### src/rtl/ds_pkg.sv
package ds_pkg;

    localparam int ADDR_W   = 32;
    localparam int SEG_W    = 32;
    localparam int KIND_W   = 2;
    localparam int CLASS_W  = 3;
    localparam int FCLS_W   = 3;

    typedef enum logic [KIND_W-1:0] {
        ACC_LOAD  = 2'd0,
        ACC_STORE = 2'd1,
        ACC_FETCH = 2'd2,
        ACC_SPARE = 2'd3
    } acc_kind_e;

    typedef enum logic [CLASS_W-1:0] {
        CLS_INT   = 3'd0,
        CLS_FLOAT = 3'd1,
        CLS_RESV  = 3'd2,
        CLS_CACHE = 3'd3,
        CLS_EXT   = 3'd4,
        CLS_U5    = 3'd5,
        CLS_U6    = 3'd6,
        CLS_U7    = 3'd7
    } instr_cls_e;

    typedef enum logic [FCLS_W-1:0] {
        FLT_NONE    = 3'd0,
        FLT_INSN    = 3'd1,
        FLT_DATA    = 3'd2,
        FLT_ALIGN   = 3'd3,
        FLT_ILLEGAL = 3'd4
    } fault_cls_e;

    localparam logic [31:0] ST_FETCH      = 32'h1000_0000;
    localparam logic [31:0] ST_RESV_LD    = 32'h0400_0000;
    localparam logic [31:0] ST_RESV_ST    = 32'h0600_0000;
    localparam logic [31:0] ST_EXT_LD     = 32'h0410_0000;
    localparam logic [31:0] ST_EXT_ST     = 32'h0610_0000;
    localparam logic [31:0] ST_PROT_LD    = 32'h0800_0000;
    localparam logic [31:0] ST_PROT_ST    = 32'h0A00_0000;
    localparam logic [31:0] ST_NONE       = 32'h0000_0000;

    typedef struct packed {
        logic [ADDR_W-1:0] phys;
        logic              full;
        logic              ds_ok;
        logic              fault;
        fault_cls_e        fcls;
        logic [31:0]       fstat;
        logic [ADDR_W-1:0] faddr;
    } ds_result_t;

    function automatic ds_result_t make_fault(fault_cls_e c, logic [31:0] st,
                                              logic [ADDR_W-1:0] ea);
        ds_result_t r;
        r       = '0;
        r.fault = 1'b1;
        r.fcls  = c;
        r.fstat = st;
        r.faddr = ea;
        return r;
    endfunction

    function automatic ds_result_t make_pass(logic [ADDR_W-1:0] pa);
        ds_result_t r;
        r      = '0;
        r.phys = pa;
        return r;
    endfunction

endpackage

### src/rtl/ds_classify.sv
module ds_classify
    import ds_pkg::*;
#(
    parameter int          BUS_HI    = 28,
    parameter int          BUS_LO    = 20,
    parameter logic [8:0]  BYPASS_ID = 9'h07F,
    parameter int          REGION_W  = 4
) (
    input  logic [SEG_W-1:0]   seg,
    input  logic [ADDR_W-1:0]  ea,
    input  logic [KIND_W-1:0]  kind_raw,
    input  logic [CLASS_W-1:0] cls_raw,
    input  logic               key,
    output ds_result_t         res
);
    localparam int BUS_W  = BUS_HI - BUS_LO + 1;
    localparam int LOW_W  = ADDR_W - REGION_W;

    acc_kind_e  kind;
    instr_cls_e cls;
    logic       is_store;
    logic       bypass;

    always_comb begin
        kind     = acc_kind_e'(kind_raw);
        cls      = instr_cls_e'(cls_raw);
        is_store = (kind == ACC_STORE);
        bypass   = (seg[BUS_HI:BUS_LO] == BYPASS_ID[BUS_W-1:0]);
    end

    always_comb begin
        res = '0;
        if (bypass) begin
            res.phys = {seg[REGION_W-1:0], ea[LOW_W-1:0]};
            res.full = 1'b1;
        end else if (kind == ACC_FETCH) begin
            res = make_fault(FLT_INSN, ST_FETCH, ea);
        end else begin
            case (cls)
                CLS_INT: begin
                    if ((is_store && key) || (!is_store && !key)) begin
                        res       = make_pass(ea);
                        res.ds_ok = 1'b1;
                    end else begin
                        res = make_fault(FLT_DATA, is_store ? ST_PROT_ST : ST_PROT_LD, ea);
                    end
                end
                CLS_FLOAT: res = make_fault(FLT_ALIGN, ST_NONE, ea);
                CLS_RESV:  res = make_fault(FLT_DATA, is_store ? ST_RESV_ST : ST_RESV_LD, ea);
                CLS_CACHE: res = make_pass(ea);
                CLS_EXT:   res = make_fault(FLT_DATA, is_store ? ST_EXT_ST : ST_EXT_LD, ea);
                default:   res = make_fault(FLT_ILLEGAL, ST_NONE, ea);
            endcase
        end
    end

    // the bypass path never yields a fault, and no result is both granted and refused
    always_comb begin
        assert_bypass_clean_R1: assert (!(bypass && res.fault));
        assert_grant_excl_R10: assert (!(res.fault && (res.ds_ok || res.full)));
    end
endmodule

### config.mk
export PLATFORM = sky130hd
export DESIGN_NAME = ds_classify
export DESIGN_NICKNAME = d
export VERILOG_FILES = /design/src/rtl/ds_pkg.sv /design/src/rtl/ds_classify.sv
export SDC_FILE = /design/constraint.sdc
export NUM_CORES = 1
export LEC_CHECK = 0
export ABC_CLOCK_PERIOD_IN_PS = 2850
export BUFFER_PORTS_ARGS = -buffer_cell sky130_fd_sc_hd__buf_4
export CORE_AREA = 2 2 67 69
export DETAILED_ROUTE_END_ITERATION = 16
export DIE_AREA = 0 0 69 71
export MAX_ROUTING_LAYER = met4
export PLACE_DENSITY_LB_ADDON = 0.08
export SLEW_MARGIN = 30
export SYNTH_ARGS = -nofsm -noshare
export SYNTH_HDL_FRONTEND = slang
export SYNTH_SLANG_ARGS = --single-unit
### constraint.sdc
create_clock -name vclk -period 2.85
set_clock_uncertainty 0.15 [all_clocks]
set_input_delay 0.1425 -clock vclk [all_inputs]
set_output_delay 0.1425 -clock vclk [all_outputs]
set_load 0.01 [all_outputs]
==> results.txt, run 1 <==
* Outcome: completed
- Count of mapped cells out of synthesis: 152
- On the final layout, the worst hold slack is 0.445 ns.
* Hold Vio Cnt, Final: 0
- Critical Path Slowest Stage Cell: sky130_fd_sc_hd__a211o_4
- In this run the remaining antenna-violating nets after routing total 0.
* Effective utilization at floorplan: 27.6%
- Clock buffers in the final layout number 0.
- Traced cell by cell, the critical path runs through buf_4 -> nor2b_1 -> ha_1 -> or3b_4 -> a211o_4 -> and3_1 -> buf_4.
- In this run the count of I/O pins placed on the die edge is 172.
- Number of nets in the final layout: 333
- In this run the worst path has a maximum fanout of 61.
- Post-route DRC: 0
* Power density cells: 143 nW/µm²
* Share of the clock period used by the worst path: between 80% and 90%
* Seq. cell area: 0 µm²
* Proportion of netlist area held by the largest area contributor: 25.2%
- Buffers inserted to repair hold after CTS numbered 0.
* Core region area: between 4000 and 5000 µm²
* Number of input and output port buffers inserted: 126
- Warnings from Yosys: 0
- Dividing the detail-routed wire length by the instance count gives 11.6 µm.
- Dominant cells by area after synthesis: sky130_fd_sc_hd__a21boi_2 25%, sky130_fd_sc_hd__buf_4 18%, sky130_fd_sc_hd__and3_1 17%
- STA puts the critical path data required time at between 2 and 3 ns.
- Setup Fix Bufs, Post-CTS: 0
- Maxcap violations: 0
- Core Rows: 24
* Worst endpoint data arrival time: 2.17 ns
- Worst IR drop on VDD: around 51 µV
- Layout area overhead: 67.8%
- In this design, the stage delay of the slowest critical-path cell is just under 0.6 ns.
* First-pass iteration count of the detailed router: 4
* Pin count of the biggest net entering global routing: a little under 70
- The most common cell in the synthesized netlist is sky130_fd_sc_hd__and3_1.
* Fmax: 406 MHz
- Least-Margin Pin Slew: 0.883 ns
- Worst hold path class: primary input to primary output
- For this design the static power due to leakage is between 1 and 1.5 nW.
* Critical Setup Path Class: primary input to primary output
- Crit start category: primary input
- The die covers 4900 µm².
- Detailed router's first-iteration violation count: 38
- Counting stages on the worst path, the most repeated cell is sky130_fd_sc_hd__buf_4.
- GR Util All Layers: 12.8%
- Antenna Cells: 0
- Finish-stage setup viols: 0
* Aggregate negative setup slack: 0 ns
- In this run the vertical extent of the chip is 71 µm.
- Resized Gates After CTS: 0
* Register area share after synthesis: 0%
- Width of the chip: 69 µm
* Clock period minus final worst setup slack: ~2.5 ns
- Top cells by instance count after synthesis: 32 x sky130_fd_sc_hd__and3_1, 28 x sky130_fd_sc_hd__buf_4, 26 x sky130_fd_sc_hd__a21boi_2
- The largest total area in the synthesized netlist belongs to sky130_fd_sc_hd__a21boi_2.
* Mean instance size in the synthesized netlist: between 7 and 8 µm²
- For this block, the via count after detailed routing is 1374.
- Summing every instance area after synthesis gives around 1200 µm².
* Aggregate global routing overflow: 0
- The routed design has 3.62 mm of wire.
- Kind of end point of the critical path: primary output
- The number of antenna violations at the first check in global routing was 0.
* Routability congestion estimate: 0.760
- Headroom to the max-slew limit: 41.0%
- In the final layout, the share of cells above drive strength 1 is 61.5%.
- Slew Viols, Final: 0
* Detail Placement HPWL: between 2 and 3 mm
* RSZ-0062 raised after global routing: false
* Vias per std cell: 4.40
* Number of distinct library cells after synthesis: 31
* Wire length of the first global-routing pass: 5.38 mm
* Vias in the first global route: 1214
- Number of flip-flops and latches: 0
final timing paths:
| check | depth (start not counted) | from | endpoint | slack (ns) |
|---|---|---|---|---|
| setup / recovery | 7 | kind_raw[0] | res[9] | 0.39 |
| hold / removal | 3 | seg[2] | res[100] | 0.44 |
metrics by stage:
step                utilization, %  instance area, µm²  power (mW)  setup WS (ns)  std cells
global route                  46.3                1950       0.302          0.209        312
CTS                           46.3                1950       0.281          0.391        312
global placement              46.3                1950       0.281          0.381        312
floorplan                        -                1260       0.170          0.847        178
detailed placement            46.3                1950       0.280          0.396        312
finish                        46.3                1950       0.278          0.389        312
cells in the final DEF, fill, tap and decap left out, types with 2 or more instances in the layout:
master	Yosys	final
sky130_fd_sc_hd__nor4b_1	2	2
sky130_fd_sc_hd__buf_4	28	127
sky130_fd_sc_hd__nor3_1	3	3
sky130_fd_sc_hd__conb_1	1	27
sky130_fd_sc_hd__o21ai_0	2	2
sky130_fd_sc_hd__nand2_1	4	4
sky130_fd_sc_hd__mux2_2	4	4
sky130_fd_sc_hd__and2_1	2	2
sky130_fd_sc_hd__nor2b_1	3	3
sky130_fd_sc_hd__nand2b_1	2	2
sky130_fd_sc_hd__inv_1	5	5
sky130_fd_sc_hd__a21boi_2	26	26
sky130_fd_sc_hd__nor2_1	2	2
sky130_fd_sc_hd__and3_1	32	32
sky130_fd_sc_hd__a21boi_1	2	2
sky130_fd_sc_hd__nor3b_1	2	2
sky130_fd_sc_hd__a2111oi_0	5	5
layer usage:
metal  global-route usage (%)  vias up  wire (µm)
met5                        -        -          0
li1                         -      697          -
met1                     14.9      592       1460
met2                     24.7       83       1810
met3                     1.42        2        337
met4                    0.654        0         17
cells by family after synthesis:
group / synth area share, %
mux: 3.88
compound gates: 33.1
xor+xnor: 0.754
simple gates: 29.6
buf+inv: 30.4
fa+ha+maj: 1.94
other cells: 0.323
layout make-up:
type | instances | area, µm²
fill | 430 | 2260
inverter | 6 | 22.5
multi-input combinational | 127 | 907
tap | 52 | 65.1
timing repair buffer | 127 | 953
critical path, delay by kind of cell:
kind / cells / cell delay (ns)
AO/OA/AOI/OAI: 1 / 0.59
adder cells (fa/ha/maj): 1 / 0.30
buffers and inverters: 2 / 0.25
AND/OR/NAND/NOR: 3 / 0.86
power by group:
part           switching [mW]  internal (mW)
Clock                       0              0
Combinational           0.123          0.155
Sequential                  0              0
Total                   0.123          0.155
Note: power is estimated with default switching activity, not from simulation.
==> inputs of run 2 (changes only) <==
--- a/constraint.sdc
+++ b/constraint.sdc
@@ -4,2 +4,2 @@
 set_output_delay 0.1425 -clock vclk [all_outputs]
-set_load 0.01 [all_outputs]
+set_load 0.1 [all_outputs]
==> run 2 against run 1 <==
  * Die area did not move
  * Final area up 3.1%
  * Count of clock-buffer cells in the layout stayed put
  * Critical path depth is the same
  * Flip-flop and latch count unchanged
  * Critical path type unchanged
  * Largest power group unchanged
  * Highest routed layer is now met3
==> results.txt, run 2 (synthesis gave the netlist of run 1 again) <==
- Routability congestion estimate: 0.716 (was 0.760)
- Min-delay src: cls_raw[0] (was seg[2])
* Effective utilization at floorplan: 27.6% (unchanged)
- The reported leakage power was 1.09 nW (was 1.06 nW).
- The number of failing setup endpoints in the final timing report came to 0 (unchanged).
- Die Y-Extent: 71 µm (unchanged)
- The endpoint type of the worst setup path is a primary output (unchanged).
* First-pass iteration count of the detailed router: 4 (unchanged)
- Headroom to the max-slew limit: 55.6% (was 41.0%)
* Routed WL per cell: 11.8 µm (was 11.6 µm)
- Total of clock buffers placed in the layout: 0 (unchanged)
- Proportion of layout cells with a drive suffix above 1: 64.4% (was 61.5%)
* Worst endpoint data arrival time: 2.30 ns (was 2.17 ns)
- Detail Placement HPWL: 2.92 mm (was 2.84 mm)
- Width of the chip: 69 µm (unchanged)
* Power density cells: 407 nW/µm² (was 143 nW/µm²)
* Final design instance area without fill: 2010 µm² (was 1950 µm²)
- DIE AREA: 4900 µm² (unchanged)
- Core region area: 4200 µm² (unchanged)
* Critical path required time: 2.56 ns (about the same)
- Count of nets left with antenna violations after detail routing: 0 (unchanged)
- Total length of routed wires: 3.70 mm (was 3.62 mm)
- The clock period minus final worst setup slack came to 2.60 ns (was 2.46 ns).
- Antenna violations before repair: 0 (unchanged)
- Seq. cell area: 0 µm² (unchanged)
- The port buffer count came to 126 (unchanged).
- Hold Vio Cnt, Final: 0 (unchanged)
- RSZ-0062 raised after global routing: false (unchanged)
- The cell area after placement is 2010 µm² (was 1950 µm²).
* Overall Power: 0.818 mW (was 0.278 mW)
- Total of hold buffers inserted after clock tree synthesis: 0 (unchanged)
- The maximum clock frequency is 385 MHz (was 406 MHz).
* Wire length of the first global-routing pass: 5.49 mm (was 5.38 mm)
* Pin count of the biggest net entering global routing: 68 (unchanged)
* Multi-input combinational cell area: 947 µm² (was 907 µm²)
* Maxcap violations: 0 (unchanged)
- Aggregate negative setup slack: 0 ns (unchanged)
- The net count reported at finish is 334 (was 333).
- The total congestion overflow was 0 (unchanged).
* Resized Gates After CTS: 0 (unchanged)
* Highest fanout seen on the critical path: 61 (unchanged)
- Slew Viols, Final: 0 (unchanged)
- Vias per std cell: 4.42 (was 4.40)
* Ports: 172 (unchanged)
- Outcome: completed (unchanged).
- Routed vias: 1384 (was 1374)
- Most frequent cells in the layout: 127 x sky130_fd_sc_hd__buf_4, 32 x sky130_fd_sc_hd__and3_1, 27 x sky130_fd_sc_hd__conb_1 (unchanged).
- Worst hold path class: primary input to primary output (unchanged)
- Most frequent standard cell in the layout excluding fill and tap cells: sky130_fd_sc_hd__buf_4 (unchanged)
- Least-Margin Pin Slew: 0.667 ns (was 0.883 ns)
- Layout area overhead: 73.0% (was 67.8%)
- The initial DRC count came to 54 (was 38).
- The count of standard-cell rows was 24 (unchanged).
* Layout fillers: 464 (was 430)
- Critical Setup Path Class: primary input to primary output (unchanged)
- GR Util All Layers: 12.9% (was 12.8%)
* Share of the clock period used by the worst path: 91.1% (was 86.4%)
- Number of flip-flops and latches: 0 (unchanged)
- Post-route DRC: 0 (unchanged)
- Vias in the first global route: 1197 (was 1214)
* Crit start category: primary input (unchanged)
- The worst setup path startpoint was kind_raw[0] (unchanged).
* Antenna Cells: 0 (unchanged)
* Setup Fix Bufs, Post-CTS: 0 (unchanged)
- The maximum vdd ir drop came to 201 µV (was 50.8 µV).
[run 2: changes by cell type in the layout (fill, tap and decap cells not counted), sizes merged]
cell,previous run,this run
buf,127,128
[run 2: report_power, final]
part	internal [mW]	switching [mW]
Sequential	0	0
Combinational	0.162	0.656
Clock	0	0
Total	0.162	0.656
[run 2: final timing paths]
kind | slack [ns] | cells after the start | to
setup / recovery | 0.25 | 7 | res[77]
hold / removal | 0.55 | 3 | res[58]
[run 2: cell type report]
| cell class | instances | share of cell area, % |
|---|---|---|
| inverter | 6 | 1.12 |
| multi-input combinational | 127 | 47.2 |
| timing repair buffer | 128 | 48.5 |
| tap | 52 | 3.24 |
[run 2: metrics by stage]
stage,worst slack [ns],std cells,utilization (%),hold slack (ns)
after floorplan,-0.401,178,-,0.443
after global placement,0.251,313,47.8,0.562
after detailed placement,0.263,313,47.8,0.556
after CTS,0.259,313,47.8,0.557
after global routing,0.132,313,47.8,0.571
final,0.254,313,47.8,0.554
[run 2: worst max-delay path, cell delays in order]
cell                       delay (ns)
sky130_fd_sc_hd__buf_4           0.11
sky130_fd_sc_hd__nor2b_1         0.13
sky130_fd_sc_hd__ha_1            0.32
sky130_fd_sc_hd__or3b_4          0.42
sky130_fd_sc_hd__a211o_4         0.59
sky130_fd_sc_hd__a21boi_1        0.24
sky130_fd_sc_hd__buf_4           0.31
[run 2: routing by layer]
metal / GRT usage [%] / vias to the layer above / part of all wire (%)
li1: - / 701 / -
met1: 15.6 / 608 / 41
met2: 24.8 / 75 / 52
met3: 1.14 / 0 / 7.1
met4: 0 / 0 / 0
met5: - / - / 0
